===== config.mk =====
export PLATFORM = sky130hd
export DESIGN_NAME = cubic_phase_gen
export DESIGN_NICKNAME = d
export VERILOG_FILES = /design/src/rtl/cubic_phase_pkg.sv /design/src/rtl/coef_bank.sv /design/src/rtl/accum_section.sv /design/src/rtl/sample_sequencer.sv /design/src/rtl/cubic_phase_gen.sv
export SDC_FILE = /design/constraint.sdc
export NUM_CORES = 1
export LEC_CHECK = 0
export BUFFER_PORTS_ARGS = -buffer_cell sky130_fd_sc_hd__buf_2
export CAP_MARGIN = 20
export CORE_MARGIN = 3
export CORE_UTILIZATION = 30
export DETAILED_ROUTE_END_ITERATION = 6
export MAX_ROUTING_LAYER = met4
export PLACE_DENSITY = 0.49
export SLEW_MARGIN = 20
export SYNTH_ARGS = -nofsm -noshare
export SYNTH_HDL_FRONTEND = slang
export SYNTH_HIERARCHICAL = 1
export SYNTH_SLANG_ARGS = --single-unit

===== constraint.sdc =====
create_clock -name clk -period 3.35 [get_ports clk]
set_input_delay 0.1675 -clock clk [delete_from_list [all_inputs] [get_ports clk]]
set_output_delay 0.1675 -clock clk [all_outputs]
set_load 0.01 [all_outputs]

===== src/rtl/cubic_phase_pkg.sv =====
package cubic_phase_pkg;

    typedef enum logic [1:0] {
        COEF_PHASE = 2'd0,
        COEF_FREQ  = 2'd1,
        COEF_RATE  = 2'd2,
        COEF_CUBIC = 2'd3
    } coef_idx_e;

    localparam int NUM_COEF     = 4;
    localparam int NUM_SECTIONS = 3;

endpackage


===== src/rtl/coef_bank.sv =====
module coef_bank #(
    parameter int W = 52
) (
    input  logic         clk,
    input  logic         rst_n,
    input  logic         wr_en,
    input  logic [1:0]   wr_sel,
    input  logic [W-1:0] wr_val,
    input  logic         lock,
    output logic [W-1:0] phase0,
    output logic [W-1:0] freq0,
    output logic [W-1:0] rate0,
    output logic [W-1:0] cubic
);
    import cubic_phase_pkg::*;

    typedef struct packed {
        logic [W-1:0] phase;
        logic [W-1:0] freq;
        logic [W-1:0] rate;
        logic [W-1:0] cubic;
    } bank_t;

    bank_t bank_d, bank_q;

    always_comb begin
        bank_d = bank_q;
        if (wr_en && !lock) begin
            unique case (coef_idx_e'(wr_sel))
                COEF_PHASE: bank_d.phase = wr_val;
                COEF_FREQ:  bank_d.freq  = wr_val;
                COEF_RATE:  bank_d.rate  = wr_val;
                COEF_CUBIC: bank_d.cubic = wr_val;
                default:    bank_d = bank_q;
            endcase
        end
    end

    always_ff @(posedge clk) begin
        if (!rst_n) bank_q <= '0;
        else        bank_q <= bank_d;
    end

    assign phase0 = bank_q.phase;
    assign freq0  = bank_q.freq;
    assign rate0  = bank_q.rate;
    assign cubic  = bank_q.cubic;
endmodule


===== src/rtl/accum_section.sv =====
module accum_section #(
    parameter int W = 52
) (
    input  logic         clk,
    input  logic         rst_n,
    input  logic         load,
    input  logic [W-1:0] init_val,
    input  logic         step,
    input  logic [W-1:0] inc,
    output logic [W-1:0] acc
);
    typedef struct packed {
        logic [W-1:0] acc;
    } sect_t;

    sect_t sect_d, sect_q;

    always_comb begin
        sect_d = sect_q;
        if (load)      sect_d.acc = init_val;
        else if (step) sect_d.acc = sect_q.acc + inc;   // wraps mod 2^W
    end

    always_ff @(posedge clk) begin
        if (!rst_n) sect_q <= '0;
        else        sect_q <= sect_d;
    end

    assign acc = sect_q.acc;
endmodule


===== src/rtl/sample_sequencer.sv =====
module sample_sequencer #(
    parameter int CW = 16
) (
    input  logic          clk,
    input  logic          rst_n,
    input  logic          start,
    input  logic [CW-1:0] count,
    output logic          load,
    output logic          step,
    output logic          busy
);
    typedef struct packed {
        logic          busy;
        logic [CW-1:0] remain;
    } seq_t;

    seq_t seq_d, seq_q;
    logic accept;

    always_comb begin
        seq_d  = seq_q;
        accept = start && !seq_q.busy && (count != '0);
        if (accept) begin
            seq_d.busy   = 1'b1;
            seq_d.remain = count;
        end else if (seq_q.busy) begin
            seq_d.remain = seq_q.remain - 1'b1;
            if (seq_q.remain == CW'(1)) seq_d.busy = 1'b0;
        end
    end

    always_ff @(posedge clk) begin
        if (!rst_n) seq_q <= '0;
        else        seq_q <= seq_d;
    end

    assign load = accept;
    assign step = seq_q.busy;
    assign busy = seq_q.busy;
endmodule


===== src/rtl/cubic_phase_gen.sv =====
module cubic_phase_gen #(
    parameter int ACC_W = 52,
    parameter int OUT_W = 16,
    parameter int CNT_W = 16
) (
    input  logic             clk,
    input  logic             rst_n,
    input  logic             coef_we,
    input  logic [1:0]       coef_sel,
    input  logic [ACC_W-1:0] coef_data,
    input  logic             start,
    input  logic [CNT_W-1:0] sample_count,
    output logic             busy,
    output logic             phase_valid,
    output logic [OUT_W-1:0] phase_out
);
    import cubic_phase_pkg::*;

    localparam int TOP_BIT = ACC_W - 1;

    logic [ACC_W-1:0] k_phase, k_freq, k_rate, k_cubic;
    logic             seq_load, seq_step, seq_busy;
    logic [ACC_W-1:0] sec_acc  [NUM_SECTIONS];
    logic [ACC_W-1:0] sec_init [NUM_SECTIONS];
    logic [ACC_W-1:0] sec_inc  [NUM_SECTIONS];

    coef_bank #(.W(ACC_W)) u_bank (
        .clk    (clk),
        .rst_n  (rst_n),
        .wr_en  (coef_we),
        .wr_sel (coef_sel),
        .wr_val (coef_data),
        .lock   (seq_busy),
        .phase0 (k_phase),
        .freq0  (k_freq),
        .rate0  (k_rate),
        .cubic  (k_cubic)
    );

    sample_sequencer #(.CW(CNT_W)) u_seq (
        .clk   (clk),
        .rst_n (rst_n),
        .start (start),
        .count (sample_count),
        .load  (seq_load),
        .step  (seq_step),
        .busy  (seq_busy)
    );

    assign sec_init[0] = k_phase;
    assign sec_init[1] = k_freq;
    assign sec_init[2] = k_rate;

    // Section 0 is phase, 1 is frequency, 2 is chirp rate; each is fed by the next.
    for (genvar i = 0; i < NUM_SECTIONS; i++) begin : g_sect
        if (i == NUM_SECTIONS - 1) begin : g_inner
            assign sec_inc[i] = k_cubic;
        end else begin : g_outer
            assign sec_inc[i] = sec_acc[i+1];
        end

        accum_section #(.W(ACC_W)) u_sect (
            .clk      (clk),
            .rst_n    (rst_n),
            .load     (seq_load),
            .init_val (sec_init[i]),
            .step     (seq_step),
            .inc      (sec_inc[i]),
            .acc      (sec_acc[i])
        );
    end

    assign busy        = seq_busy;
    assign phase_valid = seq_busy;
    assign phase_out   = sec_acc[0][TOP_BIT -: OUT_W];
endmodule


==> flow_metrics.py, run 1 <==
metrics = {
    "yosys": {
        "synth-seq-cells": 381,
        "synthArstFlopShare_pct": 0,
        "synthTopCellsByArea": "dfxtp_1 31%, mux2i_1 10%, ha_1 7.8%, nand2_1 7.1%, a21oi_1 7.0%",
        "netlist.area_leader.share_pct": 30.7,
        "ys.flop_type": "dfxtp_1",
        "synth_nets": 3312,
        "yosys.area.top_type": "dfxtp_1",
        "synth_edf_count": 0,
        "yosysUniqueCellTypes": 93,
        "yosysSeqAreaShare_pct": 30.7,
        "synth_warnings": 6,
        "syn_inst": 3080,
        "avgSynthCellArea_um2": 8.06,
        "mappedNetlistArea_um2": 24800,
        "synth_most_common_cell": "nand2_1",
        "netlist_top_cells_count": "472 x nand2_1, 381 x dfxtp_1, 347 x a21oi_1, 254 x mux2i_1, 185 x nor2_1",
    },
    "critical_path": {
        "worstPathCellList": "buf_4 > ha_1 > inv_1 > fa_1 > nand2b_1 > a21o_1 > a211oi_1 > buf_4 > o2111ai_1 > nand2_1 > a21oi_2 > or4_1 > nand3_1",
        "cp-startpoint": "g_sect[1].u_sect/acc[0]",
        "reg2reg_setup_slack_ns": 0.09,
        "crit_type": "reg -> reg",
        "r2r_end": "g_sect[0].u_sect/acc[46]",
        "crit_family": "simple AND/OR/NAND/NOR gates",
        "arrival_ns": 3.78,
        "crit_fanout": 6,
        "r2r_cells": 13,
        "critPathLaunchType": "register",
        "r2r_start": "g_sect[1].u_sect/acc[0]",
        "cp-end-kind": "register",
        "cp_num_buf_inv": 3,
        "required_ns": 3.87,
        "slowest_delay_ns": 0.50,
        "crit_top_cell": "buf_4",
        "crit_path_top_delay_cell": "or4_1",
    },
    "route": {
        "ant_nets": 0,
        "dr.pass1.iters": 5,
        "drtIter0Drc": 1383,
        "wirelength_mm": 85.5,
        "drc": 0,
        "num_vias": 22662,
        "vias_per_cell": 5.34,
        "wl_per_cell_um": 20.1,
    },
    "cells_and_area": {
        "final_util_pct": 35.1,
        "design_area_um2": 28500,
        "nets": 3385,
        "drive_above_1_share_pct": 11.1,
        "areaGrowthSynthToFinish_pct": 14.9,
        "stdcell_count": 4246,
        "antenna_cells": 0,
    },
    "timing": {
        "max_clock_freq_mhz": 307,
        "min_period_ns": 3.26,
        "finalSetupViolCount": 0,
        "drv_slew": 0,
        "hold_viol": 0,
        "hold_slack_ns": 0.0135,
        "clock_skew_ns": 0.0331,
        "worstMarginPinSlew_ns": 1.10,
        "slew-limit-headroom_pct": 26.7,
        "fin_crit_sh_pct": 97.2,
        "rsz0062_at_grt": "true",
    },
    "status": {
        "outcome": "finished, final reports clean",
    },
    "die": {
        "top_level_ports": 92,
        "die_w_um": 294,
        "fp.coreArea_um2": 81200,
        "die_area_um2": 86200,
        "rows": 104,
        "start_util_pct": 30.6,
        "die_y_um": 294,
    },
    "grt": {
        "antenna_found_initial": 0,
        "grt_pass1_wl_mm": 131,
        "grt_pass1_vias": 22050,
        "grt_usage_pct": 19.9,
        "grt_max_degree": 107,
        "grt_overflow": 0,
    },
    "placed_design": {
        "dp_hpwl_mm": 64.0,
        "gp_congestion": 0.900,
        "dpl_cell_area_um2": 26500,
        "dp_cells": 4140,
        "io_buffers": 91,
    },
    "hold_path": {
        "hp-class": "in -> reg",
        "min-delay-start": "coef_data[33]",
        "min_delay_worst_endpoint": "u_bank/rate0[33]",
        "whs_path_depth": 3,
    },
    "job": {
        "drv_cap": 0,
    },
    "clock_network": {
        "cts_tree": "yes",
        "cts_buffers": 44,
        "clock_latency_ns": 0.59,
        "clk_pin_slew_ns": 0.06,
        "cts-root-buf": "clkbuf_16",
        "cts.sink_count": 381,
        "clk_path_buf_depth": 3,
        "htreeDepth": 2,
    },
    "pwr": {
        "leakage_uw": 0.0125,
        "total_power_uw": 12800,
        "cellPowerDensity_nw_per_um2": 448,
        "ir_drop_mv": 0.351,
    },
}
-- stage by stage --
step                worst slack, ns  TNS (ns)
floorplan                     0.374         0
global placement            -0.0556   -0.0959
detailed placement          -0.0915    -0.149
CTS                        -0.00422  -0.00422
global route                -0.0386    -0.103
finish                       0.0938         0
-- sequential cells by signal (all words and copies together), names as in the netlist --
name               cells
u_bank/phase0         52
u_bank/rate0          52
u_seq/busy             1
u_bank/cubic          52
u_bank/freq0          52
g_sect.u_sect/acc    156
u_seq/seq_q           16
-- power by group --
group	leakage [µW]	switching, µW	internal, µW	total [µW]
clock network	0.000771	2050	3190	5240
registers	0.00311	257	4780	5030
logic	0.00859	1540	952	2490
-- worst reg2reg max path: cells and delay by family, from the launching register on --
kind	cells	cell delay (ns)
and+or+nand+nor	4	1.00
AOI/OAI and AO/OA	4	0.86
adders and majority gates	2	0.64
buffers and inverters	3	0.37
DFF	1	0.33
-- final cells by class --
type | count | area (µm²)
inverter | 74 | 280
multi-input combinational | 2431 | 16100
clock buffer | 64 | 1320
sequential | 381 | 7640
timing repair buffer | 221 | 1640
clock inverter | 15 | 240
tap | 1060 | 1330
fill | 8602 | 52700
-- placed cells by master, fill, tap and decap left out, types with 10 or more instances in the layout --
cell type      instances
nand2_1              472
dfxtp_1              376
a21oi_1              342
mux2i_1              254
nor2_1               185
o21ai_0              180
ha_1                 152
buf_4                 97
buf_2                 90
xnor2_1               70
inv_1                 66
a21o_1                64
nand3_1               62
a211oi_1              60
nor3_1                47
clkbuf_16             46
nand4_1               42
xor2_1                40
o21bai_1              35
and3_1                33
a31oi_1               33
or3_1                 31
o211ai_1              21
dlygate4sd3_1         21
o22ai_1               20
nor2b_1               20
nand2b_1              19
o21a_1                17
o21ai_1               17
a211o_1               15
buf_12                12
clkbuf_8              10
or2_2                 10
nor4_1                10
nand3b_1              10
-- metal layers --
layer	GRT usage [%]	wire, µm
met4	7.18	3330
met5	-	0
met3	2.64	3710
met1	24.6	38300
met2	33.4	40200
-- kinds of logic after synthesis --
logic type,after synthesis,share of synthesized area [%]
simple gates,991,18.3
compound gates,915,23.3
flops,381,30.7
buf+inv,268,5.29
mux,257,10.4
fa+ha+maj,158,8.06
xor+xnor,110,3.88
-- what timing repair did --
item                                    4_1_cts  5_1_grt
setup buffers                                 1        5
endpoints found under the hold margin        30        0
gates resized for setup                       4       27
hold buffers                                 21        0
pin swaps                                     7       17
endpoints found under the setup margin        8       30
-- how the worst max path moves through the flow --
stage | slack [ns] | cells past startpoint | end
floorplan | 0.37 | 13 | g_sect[1].u_sect/acc[48]
global placement | -0.06 | 15 | g_sect[2].u_sect/acc[50]
detailed placement | -0.09 | 15 | g_sect[2].u_sect/acc[50]
CTS | -0.004 | 15 | g_sect[2].u_sect/acc[50]
global route | -0.04 | 15 | g_sect[2].u_sect/acc[50]
finish | 0.09 | 13 | g_sect[0].u_sect/acc[46]
No activity file was read; power rests on OpenSTA's default activity.
==> run 2, diff against run 1 <==
==> constraint.sdc (replaced) <==
create_clock -name clk -period 3.65 [get_ports clk]
set_input_delay 0.1825 -clock clk [delete_from_list [all_inputs] [get_ports clk]]
set_output_delay 0.1825 -clock clk [all_outputs]
set_load 0.01 [all_outputs]
==> run 2 against run 1 <==
  * Die area unchanged
  * First-iteration DRC count up 16%
  * Sequential power down 8.2%
  * Critical path type unchanged
  * Global-route usage about the same
  * Highest routed layer unchanged
  * Register-to-register slack better by 0.095 ns
  * Non-clock buffer count down 63
  * Routed wire length down 0.25%
==> flow_metrics.py, run 2 (same netlist as run 1, synthesis figures left out) <==
metrics = {
    "status": {
        "outcome": "finished, final reports clean",
    },
    "job": {
        "drv_cap": 0,
    },
    "pwr": {
        "total_power_uw": 11700,
        "leakage_uw": 0.0121,
        "ir_drop_mv": 0.262,
        "cellPowerDensity_nw_per_um2": 419,
    },
    "timing": {
        "worstMarginPinSlew_ns": 1.10,
        "clock_skew_ns": 0.0140,
        "slew-limit-headroom_pct": 26.9,
        "drv_slew": 0,
        "min_period_ns": 3.46,
        "max_clock_freq_mhz": 289,
        "fin_setup_tns_ns": 0,
        "setup_slack_ns": 0.189,
        "rsz0062_at_grt": "true",
        "hold_viol": 0,
        "hold_slack_ns": 0.0273,
        "fin_crit_sh_pct": 94.8,
        "finalSetupViolCount": 0,
    },
    "clock_network": {
        "clk_path_buf_depth": 3,
        "cts_tree": "yes",
        "clock_latency_ns": 0.58,
        "cts.sink_count": 381,
        "cts-root-buf": "clkbuf_16",
        "htreeDepth": 2,
        "cts_buffers": 45,
        "clk_pin_slew_ns": 0.06,
    },
    "grt": {
        "grt_max_degree": 111,
        "grt_overflow": 0,
        "grt_pass1_wl_mm": 131,
        "antenna_found_initial": 0,
        "grt_pass1_vias": 21836,
        "grt_usage_pct": 19.9,
    },
    "critical_path": {
        "critPathLaunchType": "register",
        "r2r_end": "g_sect[1].u_sect/acc[51]",
        "r2r_start": "g_sect[2].u_sect/acc[3]",
        "crit_end": "g_sect[1].u_sect/acc[51]",
        "reg2reg_setup_slack_ns": 0.19,
        "crit_type": "reg -> reg",
        "r2r_cells": 11,
        "cp-startpoint": "g_sect[2].u_sect/acc[3]",
        "required_ns": 4.09,
        "arrival_ns": 3.90,
        "cp-end-kind": "register",
        "crit_fanout": 5,
    },
    "cells_and_area": {
        "largest_reg_flops": 156,
        "layout_common_cells": "472 x nand2_1, 380 x dfxtp_1, 346 x a21oi_1",
        "antenna_cells": 0,
        "final_common_cell": "nand2_1",
        "areaGrowthSynthToFinish_pct": 12.3,
        "drive_above_1_share_pct": 8.86,
        "nets": 3323,
    },
    "route": {
        "drc": 0,
        "wirelength_mm": 85.3,
        "dr.pass1.iters": 5,
        "vias_per_cell": 5.37,
        "wl_per_cell_um": 20.4,
        "drtIter0Drc": 1610,
        "ant_nets": 0,
        "num_vias": 22472,
    },
    "placed_design": {
        "dp_slack_ns": 0.116,
        "dp_hpwl_mm": 63.7,
        "io_buffers": 91,
        "gp_congestion": 0.900,
    },
    "hold_path": {
        "hp-class": "in -> reg",
    },
    "die": {
        "top_level_ports": 92,
        "die_w_um": 294,
        "die_area_um2": 86200,
        "start_util_pct": 30.6,
        "fp.coreArea_um2": 81200,
        "rows": 104,
        "die_y_um": 294,
    },
}
[run 2: final cells by class]
cell class	instances	area, µm²
flip-flops and latches	381	7630
repair buffers	158	1100
clock buffers	67	1380
inverters	74	280
well taps	1060	1330
clock inverters	14	204
multi-input cells	2431	15900
fillers	8684	53300
[run 2: worst max-delay path, cell delays in order (launching register included)]
cell	delay [ns]
dfxtp_1	0.35
ha_1	0.38
nand3_1	0.09
nor2_1	0.13
o21ai_1	0.12
a21oi_1	0.31
a311oi_1	0.28
o41ai_2	0.64
a21boi_1	0.24
o41ai_1	0.50
xnor2_1	0.16
o22ai_1	0.09
[run 2: per-stage QoR]
stage,cell area [µm²],utilization (%),std cells
6_report,27900,34.3,4185
5_1_grt,27900,34.3,4185
4_1_cts,27800,34.3,4183
3_5_place_dp,26000,32.1,4084
3_3_place_gp,26000,32.1,4084
2_1_floorplan,24800,-,3080
[run 2: what timing repair did]
item / 4_1_cts / 5_1_grt
setup buffers: 0 / 2
hold buffers: 18 / 0
endpoints found under the hold margin: 26 / 0
gates resized for setup: 0 / 5
setup endpoints to repair: 0 / 6
[run 2: how the worst min path moves through the flow]
stage | from | to | cells past startpoint
after floorplan | rst_n | u_seq/seq_q[10] | 1
after global placement | u_bank/freq0[3] | u_bank/freq0[3] | 2
after detailed placement | u_bank/phase0[18] | u_bank/phase0[18] | 2
after CTS | start | u_seq/seq_q[2] | 4
after global routing | coef_data[33] | u_bank/cubic[33] | 3
final | start | u_seq/seq_q[2] | 4
[run 2: layer usage]
layer  GRT usage (%)  share of wire (%)  routed length [µm]  up-vias
li1                -                  -                   -    11188
met1            24.6                 45               38100    10667
met2            34.4                 49               41400      502
met3            2.42                4.1                3540      115
met4            5.17                2.7                2300        0
met5               -                  0                   0        -
[run 2: report_power, final]
part,leakage (µW),switching [µW],internal [µW],total (µW)
Clock,0.000780,1910,2960,4870
Sequential,0.00311,239,4380,4620
Combinational,0.00818,1380,813,2200
Total,0.0121,3530,8160,11700
